File: src/rtl/hbp_pkg.sv
package hbp_pkg;
  localparam int PER_W = 16;
  localparam int CMD_W = 16;

  localparam logic [1:0] SEL_BIP = 2'd1;
  localparam logic [1:0] SEL_UNI = 2'd2;

  typedef enum logic [1:0] {
    LEG_OFF = 2'd0,
    LEG_LOW = 2'd1,
    LEG_FWD = 2'd2,
    LEG_REV = 2'd3
  } leg_mode_e;

  function automatic logic signed [CMD_W-1:0] clamp_cmd(
    input logic signed [CMD_W-1:0] c,
    input logic [CMD_W-2:0] lim
  );
    logic signed [CMD_W:0] cx, top, bot;
    cx  = {c[CMD_W-1], c};
    top = $signed({2'b00, lim});
    bot = -top;
    if (cx > top) return top[CMD_W-1:0];
    if (cx < bot) return bot[CMD_W-1:0];
    return c;
  endfunction

  function automatic logic [CMD_W-2:0] mag_of(input logic signed [CMD_W-1:0] m);
    logic signed [CMD_W-1:0] n;
    n = m[CMD_W-1] ? -m : m;
    return n[CMD_W-2:0];
  endfunction

  // floor(P * (m + half_scale) / full_scale): offset binary via MSB flip
  function automatic logic [PER_W-1:0] bip_cmp(
    input logic [PER_W-1:0] p,
    input logic signed [CMD_W-1:0] m
  );
    logic [CMD_W-1:0] off;
    logic [PER_W+CMD_W-1:0] prod;
    off  = {~m[CMD_W-1], m[CMD_W-2:0]};
    prod = (PER_W+CMD_W)'(p) * (PER_W+CMD_W)'(off);
    return prod[PER_W+CMD_W-1:CMD_W];
  endfunction

  // floor(P * |m| / half_scale)
  function automatic logic [PER_W-1:0] uni_cmp(
    input logic [PER_W-1:0] p,
    input logic [CMD_W-2:0] mag
  );
    logic [PER_W+CMD_W-2:0] prod;
    prod = (PER_W+CMD_W-1)'(p) * (PER_W+CMD_W-1)'(mag);
    return prod[PER_W+CMD_W-2:CMD_W-1];
  endfunction
endpackage

File: src/rtl/hbp_carrier.sv
module hbp_carrier #(
  parameter int PER_W   = 16,
  parameter int MIN_PER = 2,
  parameter int TRIG_AT = 200
) (
  input  logic             clk,
  input  logic             rst_n,
  input  logic [PER_W-1:0] period_in,
  output logic [PER_W-1:0] cnt_q,
  output logic [PER_W-1:0] per_load,
  output logic             wrap,
  output logic             trig
);
  logic [PER_W-1:0] per_q;

  assign per_load = (period_in < PER_W'(MIN_PER)) ? PER_W'(MIN_PER) : period_in;
  assign wrap     = (cnt_q == per_q - PER_W'(1));
  assign trig     = (cnt_q == PER_W'(TRIG_AT));

  always_ff @(posedge clk) begin
    if (!rst_n) begin
      cnt_q <= '0;
      per_q <= PER_W'(MIN_PER);
    end else if (wrap) begin
      cnt_q <= '0;
      per_q <= per_load;
    end else begin
      cnt_q <= cnt_q + PER_W'(1);
    end
  end
endmodule

File: src/rtl/hbp_modsel.sv
module hbp_modsel
  import hbp_pkg::*;
(
  input  logic                    clk,
  input  logic                    rst_n,
  input  logic                    wrap,
  input  logic [1:0]              mode_sel,
  input  logic                    fault,
  input  logic signed [CMD_W-1:0] cmd,
  input  logic [CMD_W-2:0]        max_duty,
  input  logic [PER_W-1:0]        per_load,
  output leg_mode_e               leg_a,
  output leg_mode_e               leg_b,
  output logic [PER_W-1:0]        cmp_q,
  output logic                    stop_req,
  output logic                    load_evt
);
  logic signed [CMD_W-1:0] m_lim;
  logic [PER_W-1:0]        cmp_n;
  leg_mode_e               a_n, b_n;

  assign stop_req = fault | ~((mode_sel == SEL_BIP) | (mode_sel == SEL_UNI));
  assign load_evt = wrap & ~stop_req;

  always_comb begin
    m_lim = clamp_cmd(cmd, max_duty);
    if (mode_sel == SEL_BIP) begin
      cmp_n = bip_cmp(per_load, m_lim);
      a_n   = LEG_FWD;
      b_n   = LEG_REV;
    end else begin
      cmp_n = uni_cmp(per_load, mag_of(m_lim));
      if (m_lim[CMD_W-1]) begin
        a_n = LEG_LOW;
        b_n = LEG_FWD;
      end else begin
        a_n = LEG_FWD;
        b_n = LEG_LOW;
      end
    end
  end

  always_ff @(posedge clk) begin
    if (!rst_n) begin
      leg_a <= LEG_OFF;
      leg_b <= LEG_OFF;
      cmp_q <= '0;
    end else if (stop_req) begin
      leg_a <= LEG_OFF;
      leg_b <= LEG_OFF;
    end else if (load_evt) begin
      leg_a <= a_n;
      leg_b <= b_n;
      cmp_q <= cmp_n;
    end
  end
endmodule

File: src/rtl/hbp_deadtime.sv
module hbp_deadtime
  import hbp_pkg::*;
#(
  parameter int CW   = 16,
  parameter int DT_W = 8
) (
  input  logic            clk,
  input  logic            rst_n,
  input  leg_mode_e       leg,
  input  logic [CW-1:0]   cnt,
  input  logic [CW-1:0]   cmp,
  input  logic [DT_W-1:0] dead,
  output logic            hi,
  output logic            lo
);
  logic [1:0]      want, want_q;   // {high request, low request}
  logic [DT_W-1:0] st_q;
  logic            below, settled;

  assign below = (cnt < cmp);

  always_comb begin
    unique case (leg)
      LEG_LOW: want = 2'b01;
      LEG_FWD: want = {below, ~below};
      LEG_REV: want = {~below, below};
      default: want = 2'b00;
    endcase
  end

  always_ff @(posedge clk) begin
    if (!rst_n) begin
      want_q <= 2'b00;
      st_q   <= '0;
    end else begin
      want_q <= want;
      if (want != want_q)   st_q <= '0;
      else if (st_q != '1)  st_q <= st_q + DT_W'(1);
    end
  end

  assign settled = (want == want_q) && (st_q >= dead);
  assign hi = want[1] & settled;
  assign lo = want[0] & settled;
endmodule

File: src/rtl/hbridge_pwm.sv
module hbridge_pwm
  import hbp_pkg::*;
#(
  parameter int DT_W    = 8,
  parameter int TRIG_AT = 200,
  parameter int MIN_PER = 2
) (
  input  logic                    clk,
  input  logic                    rst_n,
  input  logic [1:0]              mode_sel,
  input  logic                    fault,
  input  logic [PER_W-1:0]        period,
  input  logic signed [CMD_W-1:0] cmd,
  input  logic [CMD_W-2:0]        max_duty,
  input  logic [DT_W-1:0]         dead_time,
  output logic                    a_hi,
  output logic                    a_lo,
  output logic                    b_hi,
  output logic                    b_lo,
  output logic                    adc_trig
);
  localparam int NUM_LEGS = 2;

  logic [PER_W-1:0]     cnt_q, per_load, cmp_q;
  logic                 wrap, stop_req, load_evt;
  leg_mode_e            leg_st [NUM_LEGS];
  logic [NUM_LEGS-1:0]  hi_w, lo_w;

  hbp_carrier #(.PER_W(PER_W), .MIN_PER(MIN_PER), .TRIG_AT(TRIG_AT)) u_carrier (
    .clk(clk), .rst_n(rst_n), .period_in(period), .cnt_q(cnt_q),
    .per_load(per_load), .wrap(wrap), .trig(adc_trig)
  );

  hbp_modsel u_modsel (
    .clk(clk), .rst_n(rst_n), .wrap(wrap), .mode_sel(mode_sel), .fault(fault),
    .cmd(cmd), .max_duty(max_duty), .per_load(per_load),
    .leg_a(leg_st[0]), .leg_b(leg_st[1]), .cmp_q(cmp_q),
    .stop_req(stop_req), .load_evt(load_evt)
  );

  for (genvar g = 0; g < NUM_LEGS; g++) begin : g_leg
    hbp_deadtime #(.CW(PER_W), .DT_W(DT_W)) u_dt (
      .clk(clk), .rst_n(rst_n), .leg(leg_st[g]), .cnt(cnt_q), .cmp(cmp_q),
      .dead(dead_time), .hi(hi_w[g]), .lo(lo_w[g])
    );
  end

  assign a_hi = hi_w[0];
  assign a_lo = lo_w[0];
  assign b_hi = hi_w[1];
  assign b_lo = lo_w[1];
endmodule

File: config.mk
export PLATFORM = sky130hd
export DESIGN_NAME = hbridge_pwm
export DESIGN_NICKNAME = d
export VERILOG_FILES = /design/src/rtl/hbp_pkg.sv /design/src/rtl/hbp_carrier.sv /design/src/rtl/hbp_modsel.sv /design/src/rtl/hbp_deadtime.sv /design/src/rtl/hbridge_pwm.sv
export SDC_FILE = /design/constraint.sdc
export NUM_CORES = 1
export LEC_CHECK = 0
export ABC_AREA = 1
export BUFFER_PORTS_ARGS = -buffer_cell sky130_fd_sc_hd__buf_2
export CORE_MARGIN = 4
export CORE_UTILIZATION = 55
export CTS_CLUSTER_SIZE = 10
export DETAILED_ROUTE_END_ITERATION = 8
export PLACE_DENSITY = 0.72
export SYNTH_ARGS = -nofsm -noshare
export SYNTH_HDL_FRONTEND = slang
export SYNTH_SLANG_ARGS = --single-unit
File: constraint.sdc
create_clock -name clk -period 11.5 [get_ports clk]
set_input_delay 1.15 -clock clk [delete_from_list [all_inputs] [get_ports clk]]
set_output_delay 1.15 -clock clk [all_outputs]
set_load 0.05 [all_outputs]
==> summary.md <==
| Metric | Value |
|---|---|
| Smallest hold slack | `0.475 ns` |
| Maximum number of pins on one net before global-route repair | `30` |
| Netlist area before placement | `between 20000 and 25000 um2` |
| Count of TritonRoute iterations in the first routing pass | `6` |
| Sink Count | `71` |
| Post-detailed-placement half-perimeter wirelength | `60900 um` |
| Total track usage | `0.334` |
| Final cycle utilization of the critical path | `0.926` |
| Final hold viol count | `0` |
| Input/output buffers | `64` |
| Simple-gate portion of the synthesized area | `0.232` |
| Xor and xnor area share after synthesis | `0.0176` |
| Top post-synthesis cells by area | `sky130_fd_sc_hd__fa_1 (33%), sky130_fd_sc_hd__ha_1 (14%), sky130_fd_sc_hd__inv_1 (11%)` |
| Number of distinct library cell variants in the gate-level netlist after synthesis | `60` |
| Number of core rows | `74` |
| CTS tree | `built` |
| Detailed-route DRC error count | `0` |
| Main combinational cell family by area after synthesis | `adder cells` |
| Biggest cell delay along the critical path | `~0.55 ns` |
| Compound-Gate Fraction of Synth Area | `0.0830` |
| Worst path required time | `11.72 ns` |
| Arrival time of the worst setup path | `10.86 ns` |
| Worst-Margin Slew | `around 1.1 ns` |
| Iteration-0 DRC count of the detailed router | `1653` |
| Sequential cell area | `~1400 um2` |
| Achievable clock frequency | `roughly 0.094 GHz` |
| Proportion of netlist area held by the largest area contributor | `0.326` |
| Total overflow reported by the global router | `0` |
| Area taken by multi-input logic gates | `between 15000 and 20000 um2` |
| CTS Buf Count | `9` |
| Family with the most delay on the worst path | `adder cells` |
| Ant diodes | `0` |
| Setup repair after global routing missed its margin | `no` |
| CP Class | `in2reg` |
| Worst path setup slack after routing | `0.853 ns` |
| Post-layout minimum cycle time | `10.65 ns` |
| Proportion of synthesized chip area in sequential cells | `0.0622` |
| Antenna violations before repair | `1` |
| Post-synthesis register bit count | `71` |
| Remaining antenna violation count | `0` |
| Type of the worst min-delay path | `reg2reg` |
| Proportion of layout cells with a drive suffix above 1 | `0.0760` |
| Dominant register cell in the synthesized netlist | `sky130_fd_sc_hd__dfxtp_1` |
| Number of top-level pins | `between 60 and 70` |
| Cell with the most instances on the worst path | `sky130_fd_sc_hd__nand2_1` |
| Worst rel slew slack | `0.256` |
| Placer congestion estimate | `1.00` |
| Total count of max-transition violations in the final report | `0` |
| Synthesized instance count | `slightly above 3000` |
| Layout net count | `3794` |
| Post-Synth Adder-Cell Area | `0.470` |
| Setup Viol. Count Final | `0` |
| Global-route wire length before repair | `117000 um` |
| Top fanout value on the critical path | `24` |
| Slowest stage cell, crit path | `sky130_fd_sc_hd__fa_1` |
| Chip Height | `212 um` |
| Buffer and inverter count on the worst path | `6` |
| Layout-stage area growth over the synthesis result | `4.77%` |
| Endpoint class of the critical path | `flip-flop` |
| Count of fill cells added during filler insertion | `~3900` |
| Overall die area | `44800 um2` |
| Most numerous cell in the Yosys netlist | `sky130_fd_sc_hd__inv_1` |
| Kind of launch point of the worst setup path | `input port` |
| Mean cell area of the mapped netlist | `7.40 um2` |
| Number of synthesized flops with an enable pin | `0` |
| Leading post-synthesis cells by instance count | `sky130_fd_sc_hd__inv_1 (672), sky130_fd_sc_hd__nand2_1 (578), sky130_fd_sc_hd__fa_1 (372)` |
| Final Cell Area | `23900 um2` |
| Maximum buffer depth of the clock tree | `2` |
| Vias in the first global route | `21700` |
| Cell accounting for the most synthesized area | `sky130_fd_sc_hd__fa_1` |
| Placement Cell Area | `around 24000 um2` |
| Net count of the mapped netlist | `3781` |
| Result of the run | `completed` |
| Worst-Skew Late Latency | `0.34 ns` |
| Die Span X | `212 um` |
| Overall via count from detail_route | `20700` |
| Total setup buffers inserted after CTS | `0` |
| CORE AREA | `~40000 um2` |
| Yosys synthesis warning count | `0` |
| Post-cts sizing count | `0` |
| Mean number of vias per cell | `5.69` |
| Multiplexer area fraction after synthesis | `0.000931` |
| H-tree Lvls | `3` |
| Setup TNS | `0 ns` |
| Async set-reset flop share out of synthesis | `0` |
| Post-Route WL | `73400 um` |
| Initial core utilization | `0.558` |
| Library cell used as clock root buffer | `sky130_fd_sc_hd__clkbuf_16` |
| Max cap viols | `0` |
| Worst setup slack after placement | `roughly 0.64 ns` |
| Setup skew after layout | `~0.015 ns` |
| Number of hold buffers added after cts | `0` |
| Wire length per cell after detailed routing | `around 20 um` |
| Clock slew at the register clock pins of the worst setup and hold paths | `0.06 ns` |
registers in the layout, summed over array words and instances, names as in the netlist:
register	flops
u_carrier.per_q	16
u_modsel.leg_b	2
u_carrier.cnt_q	16
g_leg.u_dt.st_q	16
u_modsel.cmp_q	16
g_leg.u_dt.want_q	4
u_modsel.leg_a	1
per-layer routing:
metal  global-route usage  up-vias  wire (um)
met5                    0        -         11
met4                0.130        2       3720
met3               0.0645      243       6550
met2                0.542      894      33200
met1                0.445    10100      29900
li1                     -     9438          -
worst register-to-register path: stages (launching register included):
cell and delay, ns:
sky130_fd_sc_hd__dfxtp_1 0.33, sky130_fd_sc_hd__inv_1 0.10, sky130_fd_sc_hd__nand2_1 0.07, sky130_fd_sc_hd__nor2_1 0.15, sky130_fd_sc_hd__nand3_1 0.20, sky130_fd_sc_hd__nor3_2 0.21, sky130_fd_sc_hd__nand3_1 0.16, sky130_fd_sc_hd__or3_1 0.39
sky130_fd_sc_hd__xor2_1 0.19, sky130_fd_sc_hd__nand3_1 0.10, sky130_fd_sc_hd__nor2_1 0.16, sky130_fd_sc_hd__nand2_2 0.25, sky130_fd_sc_hd__nor2_1 0.18, sky130_fd_sc_hd__buf_4 0.27, sky130_fd_sc_hd__clkinv_1 0.36, sky130_fd_sc_hd__a21oi_1 0.36
sky130_fd_sc_hd__a21oi_1 0.10
stage by stage:
stage               utilization  std cells
global route              0.585       3636
finish                    0.585       3636
detailed placement        0.577       3620
CTS                       0.585       3636
floorplan                     -       3086
global placement          0.577       3620
path summary, 6_finish.rpt:
kind	from	to	slack, ns	cells past startpoint
max	max_duty[0]	u_modsel.cmp_q[11]$_SDFFE_PN0P_	0.85	50
min	u_carrier.cnt_q[0]$_SDFF_PP0_	u_carrier.cnt_q[0]$_SDFF_PP0_	0.47	1
max reg2reg	u_carrier.per_q[1]$_SDFFE_PN1P_	u_modsel.cmp_q[8]$_SDFFE_PN0P_	7.82	16
min reg2reg	u_carrier.cnt_q[0]$_SDFF_PP0_	u_carrier.cnt_q[0]$_SDFF_PP0_	0.47	1
kinds of logic (layout without fill, tap and decap cells):
family | Yosys count | count (layout)
mux | 2 | 2
xor+xnor | 46 | 46
fa+ha+maj | 635 | 635
compound gates | 321 | 321
buf+inv | 786 | 804
flops | 71 | 71
simple gates | 1225 | 1225
layout make-up:
cell class | instances | area share
repair buffers | 93 | 0.0225
well taps | 532 | 0.0278
inverters | 695 | 0.109
flip-flops and latches | 71 | 0.0594
multi-input cells | 2229 | 0.767
clock inverters | 7 | 0.00408
clock buffers | 9 | 0.00941
cells in the final DEF, fill, tap and decap left out, types with 14 or more instances in the layout:
master	Yosys	routed
sky130_fd_sc_hd__inv_1	672	672
sky130_fd_sc_hd__buf_4	5	29
sky130_fd_sc_hd__nand2_2	40	40
sky130_fd_sc_hd__nor4_1	14	14
sky130_fd_sc_hd__nor3_1	24	24
sky130_fd_sc_hd__ha_1	263	263
sky130_fd_sc_hd__a21oi_1	137	137
sky130_fd_sc_hd__dfxtp_1	71	71
sky130_fd_sc_hd__o21a_1	22	22
sky130_fd_sc_hd__o21ai_0	88	88
sky130_fd_sc_hd__nand4_1	25	25
sky130_fd_sc_hd__nor2_2	26	26
sky130_fd_sc_hd__nand3_1	102	102
sky130_fd_sc_hd__fa_1	372	372
sky130_fd_sc_hd__nor2_1	359	359
sky130_fd_sc_hd__nand2_1	578	578
sky130_fd_sc_hd__buf_2	12	64
sky130_fd_sc_hd__xor2_1	35	35
Power is not shown: default switching activity piles up to over one toggle a cycle in this logic, so the estimate is an artifact.
